`config.mk`:
```
export PLATFORM = sky130hd
export DESIGN_NAME = spi_fifo_status_ctrl
export DESIGN_NICKNAME = d
export VERILOG_FILES = /design/src/rtl/spi_fsr_pkg.sv /design/src/rtl/fifo_level_track.sv /design/src/rtl/fifo_cfg_regs.sv /design/src/rtl/spi_fifo_status_ctrl.sv
export SDC_FILE = /design/constraint.sdc
export NUM_CORES = 1
export LEC_CHECK = 0
export ABC_AREA = 1
export BUFFER_PORTS_ARGS = -buffer_cell sky130_fd_sc_hd__buf_2
export CAP_MARGIN = 10
export CORE_MARGIN = 2
export CORE_UTILIZATION = 62
export DETAILED_ROUTE_END_ITERATION = 8
export PLACE_DENSITY = 0.85
export SLEW_MARGIN = 20
export SYNTH_ARGS = -nofsm -noshare
export SYNTH_HDL_FRONTEND = slang
export SYNTH_SLANG_ARGS = --single-unit
```
`constraint.sdc`:
```
create_clock -name clk -period 6 [get_ports clk]
set_clock_uncertainty 0.2 [all_clocks]
set_input_delay 0.6 -clock clk [delete_from_list [all_inputs] [get_ports clk]]
set_output_delay 0.6 -clock clk [all_outputs]
set_load 0.03 [all_outputs]
```
`src/rtl/spi_fsr_pkg.sv`:
```
`timescale 1ns/1ps
package spi_fsr_pkg;

    typedef enum logic [1:0] {
        ST_OFF  = 2'd0,
        ST_IDLE = 2'd1,
        ST_RUN  = 2'd2
    } run_state_t;

    // status word bit positions
    localparam int SB_BUSY    = 0;
    localparam int SB_TX_FULL = 1;
    localparam int SB_TX_EMPT = 2;
    localparam int SB_RX_EMPT = 3;
    localparam int SB_RX_FULL = 4;

    // interrupt vector bit positions
    localparam int IB_TX_LOW  = 0;
    localparam int IB_TX_OVF  = 1;
    localparam int IB_RX_UNF  = 2;
    localparam int IB_RX_OVF  = 3;
    localparam int IB_RX_HIGH = 4;

    // clear register bit positions
    localparam int CB_ALL    = 0;
    localparam int CB_RX_UNF = 1;
    localparam int CB_RX_OVF = 2;
    localparam int CB_TX_OVF = 3;

    // register addresses
    localparam logic [2:0] ADR_TX_THR  = 3'd0;
    localparam logic [2:0] ADR_RX_THR  = 3'd1;
    localparam logic [2:0] ADR_MASK    = 3'd2;
    localparam logic [2:0] ADR_CLEAR   = 3'd3;
    localparam logic [2:0] ADR_DMA_EN  = 3'd4;
    localparam logic [2:0] ADR_TXD_LVL = 3'd5;
    localparam logic [2:0] ADR_RXD_LVL = 3'd6;

endpackage

```
`src/rtl/fifo_level_track.sv`:
```
`timescale 1ns/1ps
module fifo_level_track #(
    parameter int DEPTH = 32,
    localparam int LW = $clog2(DEPTH) + 1
) (
    input  logic          clk,
    input  logic          rst_n,
    input  logic          en,
    input  logic          push,
    input  logic          pop,
    output logic [LW-1:0] level,
    output logic          full,
    output logic          empty
);

    logic take_in;
    logic take_out;

    always_comb begin
        full     = (level == LW'(DEPTH));
        empty    = (level == '0);
        take_in  = push && !full;
        take_out = pop && !empty;
    end

    always_ff @(posedge clk or negedge rst_n) begin
        if (!rst_n) begin
            level <= '0;
        end else if (!en) begin
            level <= '0;
        end else begin
            level <= level + LW'(take_in) - LW'(take_out);
        end
    end

    a_r2_single_step: assert property (@(posedge clk) disable iff (!rst_n)
        en |=> (level == $past(level)) || (level == $past(level) + LW'(1))
               || (level == $past(level) - LW'(1)));

    a_r11_flush: assert property (@(posedge clk) disable iff (!rst_n)
        !en |=> level == '0);

    a_r3_full_holds: assert property (@(posedge clk) disable iff (!rst_n)
        en && push && !pop && full |=> full);

    a_r4_empty_holds: assert property (@(posedge clk) disable iff (!rst_n)
        en && pop && !push && empty |=> empty);

endmodule

```
`src/rtl/fifo_cfg_regs.sv`:
```
`timescale 1ns/1ps
module fifo_cfg_regs import spi_fsr_pkg::*; #(
    parameter int AW = 5,
    localparam int WD = (AW > 5) ? AW : 5
) (
    input  logic          clk,
    input  logic          rst_n,
    input  logic          enable,
    input  logic          wr_en,
    input  logic [2:0]    wr_addr,
    input  logic [WD-1:0] wr_data,
    output logic [AW-1:0] tx_thr,
    output logic [AW-1:0] rx_thr,
    output logic [AW-1:0] txd_lvl,
    output logic [AW-1:0] rxd_lvl,
    output logic [4:0]    mask,
    output logic [1:0]    dma_en,
    output logic [3:0]    clr
);

    always_ff @(posedge clk or negedge rst_n) begin
        if (!rst_n) begin
            tx_thr  <= '0;
            rx_thr  <= '0;
            txd_lvl <= '0;
            rxd_lvl <= '0;
            mask    <= '0;
            dma_en  <= '0;
        end else if (wr_en) begin
            case (wr_addr)
                ADR_TX_THR:  if (!enable) tx_thr  <= wr_data[AW-1:0];
                ADR_RX_THR:  if (!enable) rx_thr  <= wr_data[AW-1:0];
                ADR_TXD_LVL: if (!enable) txd_lvl <= wr_data[AW-1:0];
                ADR_RXD_LVL: if (!enable) rxd_lvl <= wr_data[AW-1:0];
                ADR_MASK:    mask   <= wr_data[4:0];
                ADR_DMA_EN:  dma_en <= wr_data[1:0];
                default: ;
            endcase
        end
    end

    always_comb begin
        clr = (wr_en && wr_addr == ADR_CLEAR) ? wr_data[3:0] : 4'b0000;
    end

    a_r12_rx_thr_locked: assert property (@(posedge clk) disable iff (!rst_n)
        enable |=> $stable(rx_thr));

    a_r12_tx_thr_locked: assert property (@(posedge clk) disable iff (!rst_n)
        enable |=> $stable(tx_thr) && $stable(txd_lvl) && $stable(rxd_lvl));

endmodule

```
`src/rtl/spi_fifo_status_ctrl.sv`:
```
`timescale 1ns/1ps
module spi_fifo_status_ctrl import spi_fsr_pkg::*; #(
    parameter int DEPTH = 32,
    localparam int AW = $clog2(DEPTH),
    localparam int LW = AW + 1,
    localparam int WD = (AW > 5) ? AW : 5
) (
    input  logic          clk,
    input  logic          rst_n,
    input  logic          enable,
    input  logic          engine_busy,
    input  logic          tx_push,
    input  logic          tx_pop,
    input  logic          rx_push,
    input  logic          rx_pop,
    input  logic          wr_en,
    input  logic [2:0]    wr_addr,
    input  logic [WD-1:0] wr_data,
    output logic [LW-1:0] tx_level,
    output logic [LW-1:0] rx_level,
    output logic [4:0]    status,
    output logic [4:0]    raw_irq,
    output logic [4:0]    masked_irq,
    output logic          irq,
    output logic          tx_dma_req,
    output logic          rx_dma_req
);

    generate
        if (DEPTH != 32 && DEPTH != 64) begin : g_bad_depth
            $error("DEPTH must be 32 or 64");
        end
    endgenerate

    logic          tx_full, tx_empty, rx_full, rx_empty;
    logic [AW-1:0] tx_thr, rx_thr, txd_lvl, rxd_lvl;
    logic [4:0]    mask;
    logic [1:0]    dma_en;
    logic [3:0]    clr;

    fifo_cfg_regs #(.AW(AW)) u_cfg (
        .clk(clk), .rst_n(rst_n), .enable(enable),
        .wr_en(wr_en), .wr_addr(wr_addr), .wr_data(wr_data),
        .tx_thr(tx_thr), .rx_thr(rx_thr), .txd_lvl(txd_lvl), .rxd_lvl(rxd_lvl),
        .mask(mask), .dma_en(dma_en), .clr(clr)
    );

    fifo_level_track #(.DEPTH(DEPTH)) u_tx_lvl (
        .clk(clk), .rst_n(rst_n), .en(enable), .push(tx_push), .pop(tx_pop),
        .level(tx_level), .full(tx_full), .empty(tx_empty)
    );

    fifo_level_track #(.DEPTH(DEPTH)) u_rx_lvl (
        .clk(clk), .rst_n(rst_n), .en(enable), .push(rx_push), .pop(rx_pop),
        .level(rx_level), .full(rx_full), .empty(rx_empty)
    );

    // error events and sticky flags
    logic ev_tx_ovf, ev_rx_ovf, ev_rx_unf;
    logic tx_ovf_q, rx_ovf_q, rx_unf_q;

    always_comb begin
        ev_tx_ovf = enable && tx_push && tx_full;
        ev_rx_ovf = enable && rx_push && rx_full;
        ev_rx_unf = enable && rx_pop && rx_empty;
    end

    always_ff @(posedge clk or negedge rst_n) begin
        if (!rst_n) begin
            tx_ovf_q <= 1'b0;
            rx_ovf_q <= 1'b0;
            rx_unf_q <= 1'b0;
        end else begin
            tx_ovf_q <= (tx_ovf_q && !(clr[CB_ALL] || clr[CB_TX_OVF])) || ev_tx_ovf;
            rx_ovf_q <= (rx_ovf_q && !(clr[CB_ALL] || clr[CB_RX_OVF])) || ev_rx_ovf;
            rx_unf_q <= (rx_unf_q && !(clr[CB_ALL] || clr[CB_RX_UNF])) || ev_rx_unf;
        end
    end

    // busy state machine
    run_state_t state_q, state_d;
    logic       work;

    always_comb begin
        work    = !tx_empty || engine_busy;
        state_d = state_q;
        unique case (state_q)
            ST_OFF:  if (enable) state_d = ST_IDLE;
            ST_IDLE: begin
                if (!enable)   state_d = ST_OFF;
                else if (work) state_d = ST_RUN;
            end
            ST_RUN: begin
                if (!enable)    state_d = ST_OFF;
                else if (!work) state_d = ST_IDLE;
            end
            default: state_d = ST_OFF;
        endcase
    end

    always_ff @(posedge clk or negedge rst_n) begin
        if (!rst_n) state_q <= ST_OFF;
        else        state_q <= state_d;
    end

    // outputs
    always_comb begin
        status             = '0;
        status[SB_BUSY]    = (state_q == ST_RUN);
        status[SB_TX_FULL] = tx_full;
        status[SB_TX_EMPT] = tx_empty;
        status[SB_RX_EMPT] = rx_empty;
        status[SB_RX_FULL] = rx_full;

        raw_irq             = '0;
        raw_irq[IB_TX_LOW]  = (tx_level <= {1'b0, tx_thr});
        raw_irq[IB_TX_OVF]  = tx_ovf_q;
        raw_irq[IB_RX_UNF]  = rx_unf_q;
        raw_irq[IB_RX_OVF]  = rx_ovf_q;
        raw_irq[IB_RX_HIGH] = (rx_level > {1'b0, rx_thr});

        masked_irq = raw_irq & mask;
        irq        = |masked_irq;

        tx_dma_req = enable && dma_en[1] && (tx_level <= {1'b0, txd_lvl});
        rx_dma_req = enable && dma_en[0] && (rx_level >= ({1'b0, rxd_lvl} + LW'(1)));
    end

    a_r3_tx_ovf_sticky: assert property (@(posedge clk) disable iff (!rst_n)
        enable && tx_push && tx_full |=> raw_irq[IB_TX_OVF]);

    a_r3_rx_ovf_sticky: assert property (@(posedge clk) disable iff (!rst_n)
        enable && rx_push && rx_full |=> raw_irq[IB_RX_OVF]);

    a_r4_rx_unf_sticky: assert property (@(posedge clk) disable iff (!rst_n)
        enable && rx_pop && rx_empty |=> raw_irq[IB_RX_UNF]);

    a_r5_clear_all: assert property (@(posedge clk) disable iff (!rst_n)
        wr_en && wr_addr == ADR_CLEAR && wr_data[CB_ALL]
        && !ev_tx_ovf && !ev_rx_ovf && !ev_rx_unf |=> raw_irq[3:1] == 3'b000);

    a_r8_busy_off: assert property (@(posedge clk) disable iff (!rst_n)
        !enable |=> !status[SB_BUSY]);

    a_r11_no_flag_when_off: assert property (@(posedge clk) disable iff (!rst_n)
        !enable && !raw_irq[IB_TX_OVF] && !wr_en |=> !raw_irq[IB_TX_OVF]);

endmodule

```
==> Word level (Yosys, flattened, before mapping) <==
Cells that the tools add are included.
{ "word_totals": {"reg_bits": 44, "out_inout_bits": 30, "in_bits": 17} }
{ "classes": {"magnitude_cmp": 4, "bitwise_logic": 2, "n_reduce_logical": 44, "add_sub_neg": 5, "n_eq_ne": 13, "muxes": 9} }
{ "ops": {"columns": ["op", "n"], "rows": [
  ["$logic_and 1x1->1", 18],
  ["$reduce_and 3->1", 5],
  ["$add 6x1->6", 2],
  ["$eq 6x6->1 const B", 2],
  ["$le 6x5->1", 2],
  ["$logic_not 6->1", 2],
  ["$mux 6", 2],
  ["$sub 6x1->6", 2],
  ["$mux 2", 5],
  ["$eq 3x3->1 const B", 3],
  ["$logic_not 1->1", 7],
  ["$logic_or 1x1->1", 7],
  ["$add 5x1->6 const B", 1],
  ["$eq 3x2->1 const B", 2],
  ["$ge 6x6->1", 1],
  ["$gt 6x5->1", 1],
  ["$ne 3x3->1 const B", 2],
  ["$pmux 2 s3", 1],
  ["$and 5x5->5", 1],
  ["$reduce_or 5->1", 1],
  ["$mux 4", 1],
  ["$reduce_and 2->1", 2],
  ["$eq 3x1->1 const B", 1],
  ["$logic_not 3->1", 1],
  ["5 further kinds", 5]
]} }

==> Depth between registers and ports, before layout <==
Gate-level depths: netlist (run 1).
{ "logic_depth": {"depth_word": 7, "mapped_depth": 15} }

==> Cells and area by module <==
From an unflattened synthesis (run 1), not the netlist that was laid out.
{ "hier_totals": {"cells_unflattened": 411, "area_unflattened_um2": 3118.0} }
{ "modules_own_cells": {"columns": ["module", "instances", "seq_area_each_um2", "area_per_inst_um2", "cells_per_inst"], "rows": [
  ["fifo_cfg_regs", 1, 675.6, 1149.9, 135],
  ["fifo_level_track", 2, 150.1, 503.0, 65],
  ["spi_fifo_status_ctrl", 1, 125.1, 962.2, 146]
]} }

==> Worst setup path after synthesis (run 1) <==
No wires, ideal clock.
{ "synth_path": {"path_type": "register to register", "startpoint": "reg u_rx_lvl.level[2]", "endpoint": "reg u_rx_lvl.level[4]", "path_stages_with_launch": 15, "t_arrival_ns": 2.403, "period_less_slack_ns": 2.680, "setup_slack_ns": 3.320, "cell_sequence": "dfrtp_1 > inv_1 > ha_1 > nand3_1 > o21ai_0 > inv_1 > ha_1 > inv_1 > ha_1 > fa_1 > nand2_1 > nand2_1 > a21oi_1 > o21ai_0 > a21oi_1"} }
{ "synth_between": {"elab_chain_len": 6, "elab_cells_between_ends": 9, "cone_classes": "2 x add/sub; 1 x eq/ne; 1 x mux; 5 x reduce/logical"} }
{ "synth_rtl": {"columns": ["element", "line", "text"], "rows": [
  ["from (decl)", "fifo_level_track.sv:11", "output logic [LW-1:0] level,"],
  ["from (signal assigned)", "fifo_level_track.sv:32", "level <= level + LW'(take_in) - LW'(take_out);"],
  ["$eq 6x6->1", "fifo_level_track.sv:20", "full = (level == LW'(DEPTH));"],
  ["$logic_not 1->1", "fifo_level_track.sv:22", "take_in = push && !full;"],
  ["$logic_and 1x1->1", "fifo_level_track.sv:22", null],
  ["$add 6x1->6", "fifo_level_track.sv:32", null],
  ["$sub 6x1->6 (*)", "fifo_level_track.sv:32", null],
  ["$mux 6 (*)", "fifo_level_track.sv:29", "end else if (!en) begin"]
]} }
Every way passes the cells marked *; elsewhere a longest branch is shown, timed or not.
A chain may end at the register's enable or synchronous reset.

==> Worst setup path in the final report (run 1) <==
{ "layout_path": {"startpoint": "reg u_cfg.rxd_lvl[0]", "endpoint": "out rx_dma_req"} }
{ "layout_between": {"elab_chain_len": 3} }
{ "layout_rtl": {"columns": ["element", "line", "text"], "rows": [
  ["from (decl)", "fifo_cfg_regs.sv:15", "output logic [AW-1:0] rxd_lvl,"],
  ["from (signal assigned)", "fifo_cfg_regs.sv:34", "ADR_RXD_LVL: if (!enable) rxd_lvl <= wr_data[AW-1:0];"],
  ["$add 5x1->6", "spi_fifo_status_ctrl.sv:126", "rx_dma_req = enable && dma_en[0] && (rx_level >= ({1'b0, rxd_lvl} + LW'(1)));"],
  ["$ge 6x6->1", "spi_fifo_status_ctrl.sv:126", null],
  ["$logic_and 1x1->1", "spi_fifo_status_ctrl.sv:126", null],
  ["to (decl)", "spi_fifo_status_ctrl.sv:26", "output logic rx_dma_req"]
]} }
No other way between the ends.

==> results of run 1 <==
[final timing paths]
kind,startpoint,to,slack [ps],cells past startpoint
max in group asynchronous,rst_n,u_tx_lvl.level[2],4620,3
setup / recovery,u_cfg.rxd_lvl[0],rx_dma_req,3170,9
min in group asynchronous,rst_n,u_rx_lvl.level[1],520,2
setup reg to reg,u_tx_lvl.level[3],u_tx_lvl.level[4],3190,14
hold / removal,u_cfg.rx_thr[4],u_cfg.rx_thr[4],290,2
hold reg to reg,u_cfg.rx_thr[4],u_cfg.rx_thr[4],290,2
[kinds of logic after synthesis]
| family | after synthesis | synth area share |
|---|---|---|
| adder cells (fa/ha/maj) | 42 | 0.181 |
| AO/OA/AOI/OAI | 67 | 0.116 |
| buffers and inverters | 89 | 0.125 |
| AND/OR/NAND/NOR | 134 | 0.201 |
| flip-flops | 44 | 0.368 |
| XOR/XNOR | 3 | 0.00879 |
[cells in the mapped netlist, drive strengths merged, types with 2 or more instances]
cell type	n
a21oi	22
and2	2
buf	9
dfrtp	44
fa	2
ha	40
inv	80
nand2	79
nand3	22
nand4	2
nor2	23
nor3	4
o21ai	42
xor2	2
[routing by layer]
| layer | track usage | vias up | routed length, um |
|---|---|---|---|
| li1 | - | 1284 | - |
| met1 | 0.331 | 1220 | 2760 |
| met2 | 0.490 | 63 | 3390 |
| met3 | 0.0357 | 10 | 267 |
| met4 | 0.0808 | 0 | 95 |
| met5 | 0 | - | 0 |
[registers in the layout, summed over array words and instances (netlist names)]
name            count
tx_ovf_q            1
u_tx_lvl.level      6
u_cfg.dma_en        2
u_cfg.rxd_lvl       5
rx_unf_q            1
u_cfg.txd_lvl       5
state_q             2
rx_ovf_q            1
u_cfg.tx_thr        5
u_cfg.mask          5
u_cfg.rx_thr        5
u_rx_lvl.level      6
[where the power goes]
part,internal [mW],switching [mW]
Combinational,0.348,0.634
Clock,0.0789,0.101
Sequential,0.380,0.0800
[worst max-delay path, cell delays in order, from the launching register on]
cell and delay, ps:
sky130_fd_sc_hd__dfrtp_1 410, sky130_fd_sc_hd__ha_1 200, sky130_fd_sc_hd__nand3_1 100, sky130_fd_sc_hd__xor2_1 160, sky130_fd_sc_hd__ha_1 270, sky130_fd_sc_hd__nand2_1 60
sky130_fd_sc_hd__nor2_1 110, sky130_fd_sc_hd__o21ai_0 90, sky130_fd_sc_hd__a21oi_1 140, sky130_fd_sc_hd__buf_2 210
[per-stage QoR]
stage	total power [mW]	instances	setup WS, ps	utilization
2_1_floorplan	1.20	379	3320	-
3_3_place_gp	1.39	470	3350	0.685
3_5_place_dp	1.44	470	3250	0.685
4_1_cts	1.62	477	3160	0.703
5_1_grt	1.79	479	2920	0.709
6_report	1.62	479	3170	0.709
[area by class of cell]
class	instances	area, sq um	area share
multi-input cells	246	1510	0.455
clock inverters	2	12.5	0.00376
clock buffers	5	68.8	0.0207
flip-flops and latches	44	1100	0.331
repair buffers	48	260	0.0782
well taps	54	67.6	0.0203
inverters	80	303	0.0910
==> impl_metrics.json, run 1 <==
{
  "place_hpwl_um": 5060,
  "critPathArrivalTime_ps": 2030,
  "drt-initial-drc-count": 164,
  "post_cts.resized_instances": 0,
  "synth.cell_area_sq_um": 2990,
  "grt_start_max_net_pins": 45,
  "dieWidth_um": 73.4,
  "critPathMaxFanout": 4,
  "setup_viols_final": 0,
  "cts.root.buffer_cell": "sky130_fd_sc_hd__clkbuf_8",
  "max-cap-violations": 0,
  "synth_cell_type_count": 28,
  "avgSynthCellArea_sq_um": 7.89,
  "ctsLongestPathBuffers": 2,
  "num_vias": 2577,
  "dominantRegCellSynth": "sky130_fd_sc_hd__dfrtp_1",
  "worstSetupStartpointType": "flop",
  "synth_top_area_frac": 0.368,
  "route.antenna.remaining_nets": 0,
  "timing.critical_path.required_ps": 5200,
  "placeable_core_region_sq_um": 4690,
  "dieHeight_um": 73.4,
  "antenna_cells": 0,
  "floorplan.io_pins": 47,
  "ir_drop_uv": 310,
  "synth_top_area_cell": "sky130_fd_sc_hd__dfrtp_1",
  "final.hold.worst_slack_ps": 294,
  "global_route_wire_length_before_repair_um": 11200,
  "post_route_cells_drive_above_1_share": 0.160,
  "remaining_max_slew_budget_at_the_tightest_pin": 0.680,
  "drt_wl_total_um": 6510,
  "tritoncts": "yes",
  "gpl.final_weighted_congestion": 0.840,
  "postCtsSetupRepairBufs": 0,
  "ys_warn_count": 0,
  "synth_enable_flop_cells": 0,
  "timing.critical_path.to_type": "primary output",
  "areal_power_density_over_the_cells_nw_per_um2": 487,
  "worst-setup-path-type": "reg2out",
  "synth_seq_cells": 44,
  "yosys-top-cells-area": "sky130_fd_sc_hd__dfrtp_1 (37%), sky130_fd_sc_hd__ha_1 (17%), sky130_fd_sc_hd__inv_1 (9.9%)",
  "tns_ps": 0,
  "final_cell_mix": "sky130_fd_sc_hd__inv_1 (79), sky130_fd_sc_hd__nand2_1 (73), sky130_fd_sc_hd__buf_2 (46), sky130_fd_sc_hd__dfrtp_1 (44), sky130_fd_sc_hd__ha_1 (40)",
  "placed_area_sq_um": 3220,
  "worst_slew_pin_slew_ps": 481,
  "floorplan.rows": 25,
  "starting_density_of_the_core": 0.637,
  "timing_hold_violations_final": 0,
  "tritoncts.num_buffers": 5,
  "clkLatencyLatePin_ps": 290,
  "number_of_global_route_vias_before_repair": 2556,
  "grt_overflow": 0,
  "detail_route.vias_per_cell": 5.38,
  "postLayoutCellArea_sq_um": 3330,
  "drt_pass1_iterations": 4,
  "static-leakage-power_nw": 1.92,
  "clkSlewWorstSetupHoldPaths_ps": 80,
  "io_buffers": 46,
  "synth-seq-area-share": 0.368,
  "final_period_minus_worst_setup_slack_ps": 2830,
  "finalNetCount": 484,
  "syn_nets": 438,
  "run_status": "finished, final reports clean",
  "timing.hold.worst.class": "reg2reg",
  "final.period_utilization": 0.472,
  "final_common_cell": "sky130_fd_sc_hd__inv_1",
  "detail_route.drc_violations": 0,
  "clock_sinks": 44,
  "timing.final.max_slew_violations": 0,
  "antenna_found_initial": 0,
  "h-tree-depth": 2,
  "async_flop_share": 1.00,
  "synthCells": 379,
  "rsz0062_at_grt": "no",
  "layout.filler_cells": 377,
  "route.detailed.wl_per_inst_um": 13.6,
  "holdBufCountCts": 0,
  "groute.usage.overall": 0.269,
  "area_growth_syn_to_layout_pct": 11.3,
  "design.die.area_sq_um": 5390,
  "fmax_mhz": 353
}
Note: power is estimated with default switching activity, not from simulation.
==> run 2, diff against run 1 <==
ABC_AREA = 0   (was 1)
CORE_UTILIZATION = 52   (was 62)
PLACE_DENSITY = 0.76   (was 0.85)
clock period = 2.45 ns   (was 6 ns; I/O delays follow)
==> run 2 against run 1 <==
Highest routed layer unchanged. Sequential share of layout area is 4.1 points lower. Sequential cell count is the same. Global-route usage decreased by 2.9 points. Hold slack worse by 270 ps. Synthesized cell count is 26% lower. Critical endpoint is now u_tx_lvl.level[4]. Non-clock buffer count grew 34. Cell area rose by 15%. The flow now finishes with violations (setup timing). Combinational power increased to 3.3 times the previous value.
==> impl_metrics.json, run 2 <==
{
  "route.antenna.remaining_nets": 0,
  "route.detailed.wl_per_inst_um": 17.1,
  "worst-setup-path-type": "reg2reg",
  "detail_route.vias_per_cell": 5.57,
  "ys_top_cells_by_count": "sky130_fd_sc_hd__dfrtp_1 (44), sky130_fd_sc_hd__ha_1 (40), sky130_fd_sc_hd__inv_1 (34)",
  "timing.critical_path.required_ps": 2440,
  "dominant_combinational_cell_family_by_area_after_synthesis": "adder cells",
  "ys_warn_count": 0,
  "final_cell_mix": "sky130_fd_sc_hd__buf_2 (41), sky130_fd_sc_hd__dfrtp_1 (35), sky130_fd_sc_hd__buf_4 (30), sky130_fd_sc_hd__ha_1 (25), sky130_fd_sc_hd__inv_1 (23)",
  "area_growth_syn_to_layout_pct": 29.3,
  "grt_start_max_net_pins": 37,
  "max-cap-violations": 0,
  "synth_seq_cells": 44,
  "post_route_cells_drive_above_1_share": 0.447,
  "timing.critical_path.to_type": "flop",
  "final_total_power_mw": 4.83,
  "grt_overflow": 0,
  "antenna_cells": 0,
  "static-leakage-power_nw": 1.84,
  "finalNetCount": 417,
  "layout.filler_cells": 403,
  "reg_top3": "u_rx_lvl.level (6), u_tx_lvl.level (6)",
  "layout_setup_ws_ps": -150,
  "place_hpwl_um": 5080,
  "clock_sinks": 44,
  "syn_nets": 339,
  "synth_compound_area_frac": 0.102,
  "io_buffers": 46,
  "cts.root.buffer_cell": "sky130_fd_sc_hd__clkbuf_8",
  "worst_slew_pin_slew_ps": 850,
  "num_vias": 2397,
  "tritoncts": "yes",
  "antenna_found_initial": 0,
  "number_of_global_route_vias_before_repair": 2365,
  "ir_drop_uv": 688,
  "synthCells": 280,
  "final_common_cell": "sky130_fd_sc_hd__buf_2",
  "setup_viols_final": 6,
  "async_flop_share": 1.00,
  "placeable_core_region_sq_um": 5510,
  "adder_and_majority_cell_fraction_of_the_synthesized_area": 0.182,
  "run_status": "complete, but fails checks",
  "dieWidth_um": 79.6,
  "yosys.area_share.simple": 0.162,
  "most_frequent_cell_after_synthesis": "sky130_fd_sc_hd__dfrtp_1",
  "gpl.final_weighted_congestion": 0.851,
  "synth_cell_type_count": 47,
  "synth_enable_flop_cells": 0,
  "drt_pass1_iterations": 4,
  "rsz0062_at_grt": "yes",
  "tritoncts.num_buffers": 5,
  "final_period_minus_worst_setup_slack_ps": 2600,
  "groute.usage.overall": 0.240,
  "yosys-top-cells-area": "sky130_fd_sc_hd__dfrtp_1 (37%), sky130_fd_sc_hd__ha_1 (17%), sky130_fd_sc_hd__mux2_2 (6.4%)",
  "synth_top_area_frac": 0.370,
  "global_route_wire_length_before_repair_um": 11500,
  "floorplan.io_pins": 47,
  "clkLatencyLatePin_ps": 300,
  "synthMuxAreaShare": 0.0846,
  "synth.cell_area_sq_um": 2970,
  "design.die.area_sq_um": 6340,
  "detail_route.drc_violations": 0,
  "floorplan.rows": 27,
  "fmax_mhz": 385,
  "critPathArrivalTime_ps": 2590,
  "failed_checks": "setup timing",
  "timing.hold.worst.class": "in2reg",
  "areal_power_density_over_the_cells_nw_per_um2": 1260,
  "worstSetupStartpointType": "flop",
  "dieHeight_um": 79.6,
  "xor_xnor_share_of_the_synthesized_area": 0.0295,
  "avgSynthCellArea_sq_um": 10.6,
  "h-tree-depth": 2,
  "timing.final.max_slew_violations": 0,
  "drt-initial-drc-count": 145,
  "remaining_max_slew_budget_at_the_tightest_pin": 0.433,
  "synth-seq-area-share": 0.370,
  "dominantRegCellSynth": "sky130_fd_sc_hd__dfrtp_1",
  "critPathMaxFanout": 2,
  "synth_top_area_cell": "sky130_fd_sc_hd__dfrtp_1",
  "final.period_utilization": 1.06,
  "ctsLongestPathBuffers": 2,
  "starting_density_of_the_core": 0.540,
  "clkSlewWorstSetupHoldPaths_ps": 80,
  "timing_hold_violations_final": 0,
  "final.hold.worst_slack_ps": 19.1,
  "drt_wl_total_um": 7360
}
-- run 2: cell count changes after synthesis, sizes merged, moves of 14 or more --
cell / delta
a21oi: -14
nand3: -14
inv: -46
o21ai: -27
nand2: -68
mux2: +21
nor2: -18
-- run 2: layer usage --
metal,GRT usage,up-vias,part of all wire
met5,0,-,0
met4,0.0948,0,0.024
met3,0.0407,16,0.042
met2,0.418,68,0.50
met1,0.295,1174,0.43
li1,-,1139,-
-- run 2: power breakdown --
group / switching (mW) / internal, mW / leakage [nW]
Clock: 0.242 / 0.197 / 0.0383
Sequential: 0.169 / 0.965 / 0.534
Combinational: 1.74 / 1.52 / 1.27
-- run 2: kinds of logic (layout without fill, tap and decap cells) --
| logic type | after synthesis | count (layout) |
|---|---|---|
| flip-flops | 44 | 44 |
| AND/OR/NAND/NOR | 72 | 72 |
| adder cells (fa/ha/maj) | 42 | 42 |
| AO/OA/AOI/OAI | 46 | 46 |
| multiplexers | 21 | 21 |
| XOR/XNOR | 10 | 10 |
| buffers and inverters | 45 | 123 |
-- run 2: area by class of cell --
type / count / area [sq um] / share of cell area
inverter: 34 / 128 / 0.0332
timing repair buffer: 82 / 552 / 0.144
multi-input combinational: 191 / 1880 / 0.490
tap: 72 / 90.1 / 0.0234
clock buffer: 7 / 76.3 / 0.0199
sequential: 44 / 1110 / 0.289
-- run 2: worst max-delay path, stage by stage (launching register included) --
cell,delay [ps]
sky130_fd_sc_hd__dfrtp_2,420
sky130_fd_sc_hd__inv_2,80
sky130_fd_sc_hd__ha_4,130
sky130_fd_sc_hd__and4bb_2,240
sky130_fd_sc_hd__nor2b_2,70
sky130_fd_sc_hd__ha_4,270
sky130_fd_sc_hd__inv_2,40
sky130_fd_sc_hd__ha_4,150
sky130_fd_sc_hd__fa_2,370
sky130_fd_sc_hd__a21oi_2,130
sky130_fd_sc_hd__o21bai_1,80
sky130_fd_sc_hd__xor2_1,140
sky130_fd_sc_hd__and2_1,160
-- run 2: timing repair --
action,in CTS,in global routing
buffers inserted,5,7
pin swaps,12,15
hold endpoints to repair,36,0
resized for setup,24,29
hold buffers,2,0
gates cloned,0,0
setup endpoints to repair,8,14
-- run 2: worst paths after layout --
path	to	slack [ps]	start	cells after the start
min in group asynchronous	state_q[1]	390	rst_n	2
setup reg to reg	u_tx_lvl.level[4]	-150	u_tx_lvl.level[3]	12
max in group asynchronous	u_cfg.mask[0]	1000	rst_n	3
hold / removal	rx_unf_q	20	rx_pop	2
hold reg to reg	u_cfg.mask[3]	310	u_cfg.mask[3]	1
setup / recovery	u_tx_lvl.level[4]	-150	u_tx_lvl.level[3]	12
-- run 2: stage by stage --
step | TNS, ps | cells | util | setup slack [ps] | instance area [sq um]
2_1_floorplan | -307 | 280 | - | -162 | 3000
3_3_place_gp | -142 | 409 | 0.618 | -62.3 | 3410
3_5_place_dp | -344 | 409 | 0.618 | -142 | 3410
4_1_cts | -373 | 423 | 0.666 | -120 | 3660
5_1_grt | -1080 | 430 | 0.698 | -248 | 3840
6_report | -497 | 430 | 0.698 | -150 | 3840
